`src/rtl/prc_pkg.sv`:
```
package prc_pkg;
   localparam int OPT_W    = 3;
   localparam int OPT_RIN  = 0;
   localparam int OPT_ROUT = 1;
   localparam int OPT_DBG  = 2;

   typedef struct packed {
      logic dbg;
      logic rout;
      logic rin;
   } opt_t;

   typedef enum logic {
      MODE_RUN = 1'b0,
      MODE_BDM = 1'b1
   } mode_e;
endpackage

```
`src/rtl/prc_sync.sv`:
```
module prc_sync #(
   parameter int   STAGES  = 2,
   parameter logic RST_VAL = 1'b1
) (
   input  logic clk,
   input  logic arst_n,
   input  logic d,
   output logic q
);
   generate
      if (STAGES < 2) begin : g_bad
         $error("prc_sync needs at least two stages");
      end
   endgenerate

   logic [STAGES-1:0] chain;

   always_ff @(posedge clk or negedge arst_n) begin
      if (!arst_n) chain <= {STAGES{RST_VAL}};
      else         chain <= {chain[STAGES-2:0], d};
   end

   assign q = chain[STAGES-1];
endmodule

```
`src/rtl/prc_stretch.sv`:
```
module prc_stretch #(
   parameter int HOLD = 16
) (
   input  logic clk,
   input  logic arst_n,
   input  logic src,
   output logic rst_o,
   output logic rel_o
);
   localparam int CNT_W = $clog2(HOLD + 1);
   localparam logic [CNT_W-1:0] TERM = CNT_W'(HOLD);
   localparam logic [CNT_W-1:0] LAST = CNT_W'(HOLD - 1);

   logic [CNT_W-1:0] cnt_q;

   always_ff @(posedge clk or negedge arst_n) begin
      if (!arst_n)             cnt_q <= '0;
      else if (src)            cnt_q <= '0;
      else if (cnt_q != TERM)  cnt_q <= cnt_q + 1'b1;
   end

   assign rst_o = src | (cnt_q != TERM);
   assign rel_o = !src && (cnt_q == LAST);

   AST_SRC_HOLDS: assert property (@(posedge clk) disable iff (!arst_n)
      src |=> rst_o);
   AST_NO_EARLY_DROP: assert property (@(posedge clk) disable iff (!arst_n)
      (rst_o && !rel_o) |=> rst_o);
endmodule

```
`src/rtl/prc_opts.sv`:
```
module prc_opts
   import prc_pkg::*;
(
   input  logic clk,
   input  logic por_n,
   input  logic sys_rst,
   input  logic wr_en,
   input  opt_t wr_data,
   output opt_t opt_o
);
   opt_t opt_q;

   always_ff @(posedge clk or negedge por_n) begin
      if (!por_n) begin
         opt_q.rin  <= 1'b0;
         opt_q.rout <= 1'b0;
         opt_q.dbg  <= 1'b1;
      end else if (sys_rst) begin
         opt_q.dbg  <= 1'b1;
      end else if (wr_en) begin
         opt_q.rin  <= opt_q.rin  | wr_data.rin;
         opt_q.rout <= opt_q.rout | wr_data.rout;
         opt_q.dbg  <= wr_data.dbg;
      end
   end

   assign opt_o = opt_q;

   AST_RIN_STICKY: assert property (@(posedge clk) disable iff (!por_n)
      opt_q.rin |=> opt_q.rin);
   AST_ROUT_STICKY: assert property (@(posedge clk) disable iff (!por_n)
      opt_q.rout |=> opt_q.rout);
   AST_DBG_SET_BY_RST: assert property (@(posedge clk) disable iff (!por_n)
      sys_rst |=> opt_q.dbg);
   AST_WR_IN_RST_IGNORED: assert property (@(posedge clk) disable iff (!por_n)
      (sys_rst && !opt_q.rin) |=> !opt_q.rin);
endmodule

```
`src/rtl/prc_mode.sv`:
```
module prc_mode
   import prc_pkg::*;
(
   input  logic  clk,
   input  logic  por_n,
   input  logic  force_req,
   input  logic  rel,
   input  logic  sys_rst,
   input  logic  pin_sync,
   output mode_e mode_o
);
   logic  pend_q;
   mode_e mode_q;

   always_ff @(posedge clk or negedge por_n) begin
      if (!por_n) begin
         pend_q <= 1'b1;
         mode_q <= MODE_RUN;
      end else if (force_req) begin
         pend_q <= 1'b1;
      end else if (rel && pend_q) begin
         pend_q <= 1'b0;
         mode_q <= pin_sync ? MODE_RUN : MODE_BDM;
      end
   end

   assign mode_o = mode_q;

   AST_MODE_ONLY_AT_RELEASE: assert property (@(posedge clk) disable iff (!por_n)
      !sys_rst |=> $stable(mode_q));
   AST_PEND_AFTER_FORCE: assert property (@(posedge clk) disable iff (!por_n)
      force_req |=> pend_q);
endmodule

```
`src/rtl/prc_padmux.sv`:
```
module prc_padmux
   import prc_pkg::*;
(
   input  opt_t       opt,
   input  logic       sys_rst,
   input  logic [2:0] gpio_o,
   input  logic [2:0] gpio_oe,
   input  logic [2:0] gpio_pu,
   output logic       rin_o,
   output logic       rin_oe,
   output logic       rin_pu,
   output logic       rout_o,
   output logic       rout_oe,
   output logic       rout_pu,
   output logic       dbg_o,
   output logic       dbg_oe,
   output logic       dbg_pu
);
   always_comb begin
      rin_o   = gpio_o[OPT_RIN];
      rin_oe  = opt.rin ? 1'b0 : gpio_oe[OPT_RIN];
      rin_pu  = opt.rin ? 1'b1 : gpio_pu[OPT_RIN];

      rout_o  = opt.rout ? !sys_rst : gpio_o[OPT_ROUT];
      rout_oe = opt.rout ? 1'b1     : gpio_oe[OPT_ROUT];
      rout_pu = opt.rout ? 1'b0     : gpio_pu[OPT_ROUT];

      dbg_o   = gpio_o[OPT_DBG];
      dbg_oe  = opt.dbg ? 1'b0 : gpio_oe[OPT_DBG];
      dbg_pu  = opt.dbg ? 1'b1 : gpio_pu[OPT_DBG];
   end
endmodule

```
`src/rtl/rstmode_pin_ctrl.sv`:
```
module rstmode_pin_ctrl
   import prc_pkg::*;
#(
   parameter int SYNC_STAGES    = 2,
   parameter int STRETCH_CYCLES = 16
) (
   input  logic       clk,
   input  logic       por_n,
   input  logic       dbg_force_rst,
   input  logic       wr_en,
   input  logic [2:0] wr_data,
   output logic [2:0] rd_data,
   input  logic [2:0] gpio_o,
   input  logic [2:0] gpio_oe,
   input  logic [2:0] gpio_pu,
   input  logic       rin_pad_i,
   output logic       rin_pad_o,
   output logic       rin_pad_oe,
   output logic       rin_pad_pu,
   output logic       rout_pad_o,
   output logic       rout_pad_oe,
   output logic       rout_pad_pu,
   input  logic       dbg_pad_i,
   output logic       dbg_pad_o,
   output logic       dbg_pad_oe,
   output logic       dbg_pad_pu,
   output logic       sys_rst,
   output logic       bdm_mode
);
   generate
      if (STRETCH_CYCLES < 16) begin : g_bad_stretch
         $error("STRETCH_CYCLES must be at least 16");
      end
      if (SYNC_STAGES < 2) begin : g_bad_sync
         $error("SYNC_STAGES must be at least 2");
      end
   endgenerate

   opt_t  opt;
   logic  rin_sync, dbg_sync, src, rel;
   mode_e mode;

   prc_sync #(.STAGES(SYNC_STAGES), .RST_VAL(1'b1)) u_rin_sync (
      .clk(clk), .arst_n(por_n), .d(opt.rin ? rin_pad_i : 1'b1), .q(rin_sync));

   prc_sync #(.STAGES(SYNC_STAGES), .RST_VAL(1'b1)) u_dbg_sync (
      .clk(clk), .arst_n(por_n), .d(dbg_pad_i), .q(dbg_sync));

   assign src = !rin_sync | dbg_force_rst;

   prc_stretch #(.HOLD(STRETCH_CYCLES)) u_stretch (
      .clk(clk), .arst_n(por_n), .src(src), .rst_o(sys_rst), .rel_o(rel));

   prc_opts u_opts (
      .clk(clk), .por_n(por_n), .sys_rst(sys_rst), .wr_en(wr_en),
      .wr_data(opt_t'(wr_data)), .opt_o(opt));

   prc_mode u_mode (
      .clk(clk), .por_n(por_n), .force_req(dbg_force_rst), .rel(rel),
      .sys_rst(sys_rst), .pin_sync(dbg_sync), .mode_o(mode));

   prc_padmux u_pads (
      .opt(opt), .sys_rst(sys_rst),
      .gpio_o(gpio_o), .gpio_oe(gpio_oe), .gpio_pu(gpio_pu),
      .rin_o(rin_pad_o), .rin_oe(rin_pad_oe), .rin_pu(rin_pad_pu),
      .rout_o(rout_pad_o), .rout_oe(rout_pad_oe), .rout_pu(rout_pad_pu),
      .dbg_o(dbg_pad_o), .dbg_oe(dbg_pad_oe), .dbg_pu(dbg_pad_pu));

   assign rd_data  = opt;
   assign bdm_mode = (mode == MODE_BDM);

   AST_RIN_INPUT_ONLY: assert property (@(posedge clk) disable iff (!por_n)
      rd_data[OPT_RIN] |-> (rin_pad_pu && !rin_pad_oe));
   AST_ROUT_TRACKS_RST: assert property (@(posedge clk) disable iff (!por_n)
      rd_data[OPT_ROUT] |-> (rout_pad_oe && (rout_pad_o == !sys_rst)));
   AST_DBG_PULLUP: assert property (@(posedge clk) disable iff (!por_n)
      rd_data[OPT_DBG] |-> (dbg_pad_pu && !dbg_pad_oe));
   AST_FORCE_RESETS: assert property (@(posedge clk) disable iff (!por_n)
      dbg_force_rst |-> sys_rst);
endmodule

```
`config.mk`:
```
export PLATFORM = sky130hd
export DESIGN_NAME = rstmode_pin_ctrl
export DESIGN_NICKNAME = d
export VERILOG_FILES = /design/src/rtl/prc_pkg.sv /design/src/rtl/prc_sync.sv /design/src/rtl/prc_stretch.sv /design/src/rtl/prc_opts.sv /design/src/rtl/prc_mode.sv /design/src/rtl/prc_padmux.sv /design/src/rtl/rstmode_pin_ctrl.sv
export SDC_FILE = /design/constraint.sdc
export NUM_CORES = 1
export LEC_CHECK = 0
export BUFFER_PORTS_ARGS = -buffer_cell sky130_fd_sc_hd__buf_2
export CORE_UTILIZATION = 47
export DETAILED_ROUTE_END_ITERATION = 7
export PLACE_DENSITY = 0.89
export SYNTH_ARGS = -nofsm -noshare
export SYNTH_HDL_FRONTEND = slang
export SYNTH_SLANG_ARGS = --single-unit
export TNS_END_PERCENT = 10
```
`constraint.sdc`:
```
create_clock -name clk -period 2.9 [get_ports clk]
set_input_delay 0.58 -clock clk [delete_from_list [all_inputs] [get_ports clk]]
set_output_delay 0.58 -clock clk [all_outputs]
set_load 0.02 [all_outputs]
```
* Word-level counts from Yosys, hierarchy flattened
Cells that the tools add are included.
Storage, ports and cells: output and inout port bits 14, flip-flop bits (word level) 14, input bits 18
Cells by class: reductions and logical operators 10, bitwise operators 6, eq/ne operators 2, mux-type cells 15, add/sub/neg operators 1
Operators by type and width (number):
- two-way mux 1 bit | 12
- two-way mux 5 bit | 2
- nonzero test 2 bit | 3
- adder 5 x 1 -> 5 bit, second input constant | 1
- equality test 5 x 4 -> 1 bit, second input constant | 1
- != test 5 bit, second input constant | 1
- OR 1 bit | 4
- AND reduction 2 bit | 2
- logical NOT 1 bit | 3
- two-way mux 3 bit | 1
- logical AND 1 bit | 2
- NOT 1 bit | 2

* Depth between registers and ports, before layout
word-level depth 7, mapped depth 6

* Cells and area by module
Synthesis repeated with hierarchy kept, for this count alone.
Unflattened totals: cells, all modules 61, area, all modules 696.9 um2
By module, submodules not included:
- prc_stretch | instances 1, area each 315.3 um2, cells each 30
- prc_opts | instances 1, area each 112.6 um2, cells each 8
- prc_sync | instances 2, area each 52.6 um2, cells each 2
- prc_mode | instances 1, area each 85.1 um2, cells each 7
- prc_padmux | instances 1, area each 66.3 um2, cells each 10
- rstmode_pin_ctrl | instances 1, area each 12.5 um2, cells each 2

* Least setup slack after synthesis
Ideal clock, no wire load.
path kind input-to-output, start in dbg_force_rst, end out rout_pad_o, buffers on the path 1, stages 4, data arrival time 1.175 ns, data required time 2.320 ns, slack 1.145 ns, cell sequence nand2b_1 -> buf_4 -> nor2_4 -> mux2_4
Between the ends: longest elaborated chain between the ends 4
Ends and longest elaborated chain:
- from (decl) | RTL line rstmode_pin_ctrl.sv:9 | input logic dbg_force_rst,
- OR 1 bit | RTL line rstmode_pin_ctrl.sv:49 | assign src = !rin_sync | dbg_force_rst;
- OR 1 bit | RTL line prc_stretch.sv:22 | assign rst_o = src | (cnt_q != TERM);
- logical NOT 1 bit | RTL line prc_padmux.sv:24 | rout_o = opt.rout ? !sys_rst : gpio_o[OPT_ROUT];
- two-way mux 1 bit | RTL line prc_padmux.sv:24
- to (decl) | RTL line rstmode_pin_ctrl.sv:20 | output logic rout_pad_o,
Every way passes these cells.

* Worst setup path in the final report
start reg u_stretch.cnt_q[0], end out rout_pad_o
Between the ends: longest elaborated chain between the ends 4
Ends and longest elaborated chain:
- from (decl) | RTL line prc_stretch.sv:14 | logic [CNT_W-1:0] cnt_q;
- from (signal assigned) | RTL line prc_stretch.sv:19 | else if (cnt_q != TERM) cnt_q <= cnt_q + 1'b1;
- != test 5 bit | RTL line prc_stretch.sv:22
- OR 1 bit | RTL line prc_stretch.sv:22
- logical NOT 1 bit | RTL line prc_padmux.sv:24
- two-way mux 1 bit | RTL line prc_padmux.sv:24
Every way passes these cells.

==> qor.csv <==
metric,value,unit
status,"complete, no violations",
"commonest non-fill, non-tap cell in the layout",buf_2,
CP max-delay cell,dfrtp_1,
Mapped Area,683,µm²
maxcap violations,0,
"CTS clk-pin slew, worst paths",0.08,ns
number of synthesized register bits,14,
top_reg_cell synth,dfrtp_1,
Post-Synth Simple-Gate Area,0.234,
Synth Instances,58,
Yosys warnings,0,
Crit path max-delay family,flip-flops,
H-Tree Depth,1,
initial antenna violation count,0,
placed insts,97,
hold_buf cts,0,
"Seq/Total Area, Yosys",0.524,
row count,13,
top post-synthesis cells by area,"dfrtp_1, dfstp_2, ha_1, nand4bb_4, buf_4",
Syn Nets,79,
first-pass GRT wire length,1870,µm
TritonCTS clock tree,yes,
XOR/XNOR share of the synthesized area,0.0256,
CTS Buffer Depth,2,
max-slew violations,0,
Starting Density,0.512,
cell taking the most area after synthesis,dfrtp_1,
Synth top area share,0.293,
post-synthesis adder-cell area fraction,0.0549,
total core area,0.00133,mm²
buffers added on ports,27,
vias per inst,5.05,
max_slew headroom,0.746,
Resized cells post-CTS,0,
drt drc,0,
mux contribution to synthesized area,0.0366,
Total Power,0.381,mW
"Avg Cell Area, Syn",11.8,µm²
most frequent cells in the layout,"buf_2, dfrtp_1, dfstp_2, nand2_1, inv_1",
final cycle utilization of the critical path,0.761,
Detailed Route Iter0 Violations,0,
Chip Width,40.1,µm
drt first pass iters,1,
Peak supply drop,0.322,mV
"Min Clock Period, post-route",2.21,ns
final core occ,0.638,
antenna cell count,0,
Post-synth EDFFs,0,
min-delay worst type,in -> async,
Area Growth Syn to Fin,24.5,%
worst-path cell chain,inv_1 -> ha_1 -> nand4bb_4 -> nor2_4 -> mux2_4 -> buf_2,
total number of vias,510,
slowest cell delay on critical path,0.42,ns
Pleak,0.409,nW
Die Span Y,40.1,µm
root buf cell,clkbuf_4,
largest family of logic cells by synthesized area,simple AND/OR/NAND/NOR gates,
pwr dens,448,mW/mm²
"critical path fanouts, max",5,
clk_skew,0.00576,ns
share of cells above drive strength 1,0.535,
CP arrival,1.63,ns
async set-reset flop share out of synthesis,1.00,
WP data required,2.32,ns
worst path buffer plus inverter count,2,
Die ar.,0.00161,mm²
# IOs,32,
gpl congestion,0.663,
RSZ-0062 raised after global routing,no,
final WL,1160,µm
Post-CTS Setup Repair Bufs,0,
final hold vios,0,
grt ovf,0,
# clock sinks,14,
DP HPWL,946,µm
# setup viols final,0,
type of the worst setup path,reg -> out,
number of global-route vias before repair,464,
largest net degree at the start of global routing,15,
post-route ant nets,0,
Total Routing Usage GR,0.186,
Tightest Pin Transition,0.381,ns
worst skew pair latency,0.27,ns
"non-filler cells, final",101,
Synth cell types,26,
setup_tns,0,ns
crit path capture type,output port,
Synth Area in Compound Gates,0.0696,
Final nets,108,
total CTS buffers,3,
f_max,0.453,GHz
WL/cell,11.5,µm
Setup crit start kind,flip-flop,
synthesized netlist by cell type (2+ instances only):
cell type	instances
dfrtp_1	8
dfstp_2	6
or2_2	3
nand2b_1	2
a21oi_1	2
buf_4	3
nor2_1	2
nand2_1	5
nor2b_1	3
inv_1	4
nor3_1	2
a31o_1	2
ha_1	3
through the flow:
stage          setup slack (ns)  hold slack [ns]  instance area, µm²
3_3_place_gp              0.813            0.346                 815
6_report                  0.692            0.182                 851
5_1_grt                   0.552            0.183                 851
4_1_cts                   0.690            0.190                 851
2_1_floorplan              1.15            0.284                 683
3_5_place_dp              0.807            0.351                 815
worst reg2reg max path: cells and delay by family (launching register included):
family,cells,cell delay [ns]
simple gates,2,0.24
fa+ha+maj,2,0.35
flops,1,0.40
compound gates,2,0.24
sequential cells by signal (all words and copies together), names as in the netlist:
| name | cells |
|---|---|
| u_stretch.cnt_q | 5 |
| u_rin_sync.chain | 2 |
| u_mode.pend_q | 1 |
| u_mode.mode_o | 1 |
| u_dbg_sync.chain | 2 |
| u_opts.opt_o | 3 |
power by group:
part / switching [mW] / total [mW] / internal (mW)
clock network: 0.0582 / 0.134 / 0.0762
registers: 0.00415 / 0.205 / 0.201
logic: 0.0212 / 0.0409 / 0.0198
total: 0.0836 / 0.381 / 0.297
worst paths after layout:
path,from,end,slack (ns),depth (start not counted)
min,por_n,u_stretch.cnt_q[0],0.18,1
max in group asynchronous,por_n,u_rin_sync.chain[1],2.43,1
max reg2reg,u_stretch.cnt_q[0],u_mode.mode_o,1.55,6
min reg2reg,u_dbg_sync.chain[0],u_dbg_sync.chain[1],0.36,0
max,u_stretch.cnt_q[0],rout_pad_o,0.69,6
min in group clk,u_dbg_sync.chain[0],u_dbg_sync.chain[1],0.36,0
cell type report:
cell class | count | area [µm²]
clock buffers | 4 | 36.3
fillers | 112 | 483
inverters | 4 | 15.0
multi-input cells | 37 | 288
flip-flops and latches | 14 | 358
well taps | 15 | 18.8
repair buffers | 27 | 135
metal layers:
layer,up-vias,GRT usage,share of wire,wire (µm)
met5,-,0,0,0
met4,0,0.129,0.010,12
met2,29,0.315,0.48,561
met1,230,0.210,0.43,501
met3,2,0.0333,0.071,82
li1,249,-,-,-
kinds of logic after synthesis:
| group | after synthesis |
|---|---|
| and+or+nand+nor | 23 |
| xor gates and xnor gates | 2 |
| muxes | 2 |
| DFF | 14 |
| buffers and inverters | 7 |
| adders and majority gates | 3 |
| AOI/OAI and AO/OA | 7 |
Note: power is estimated with default switching activity, not from simulation.
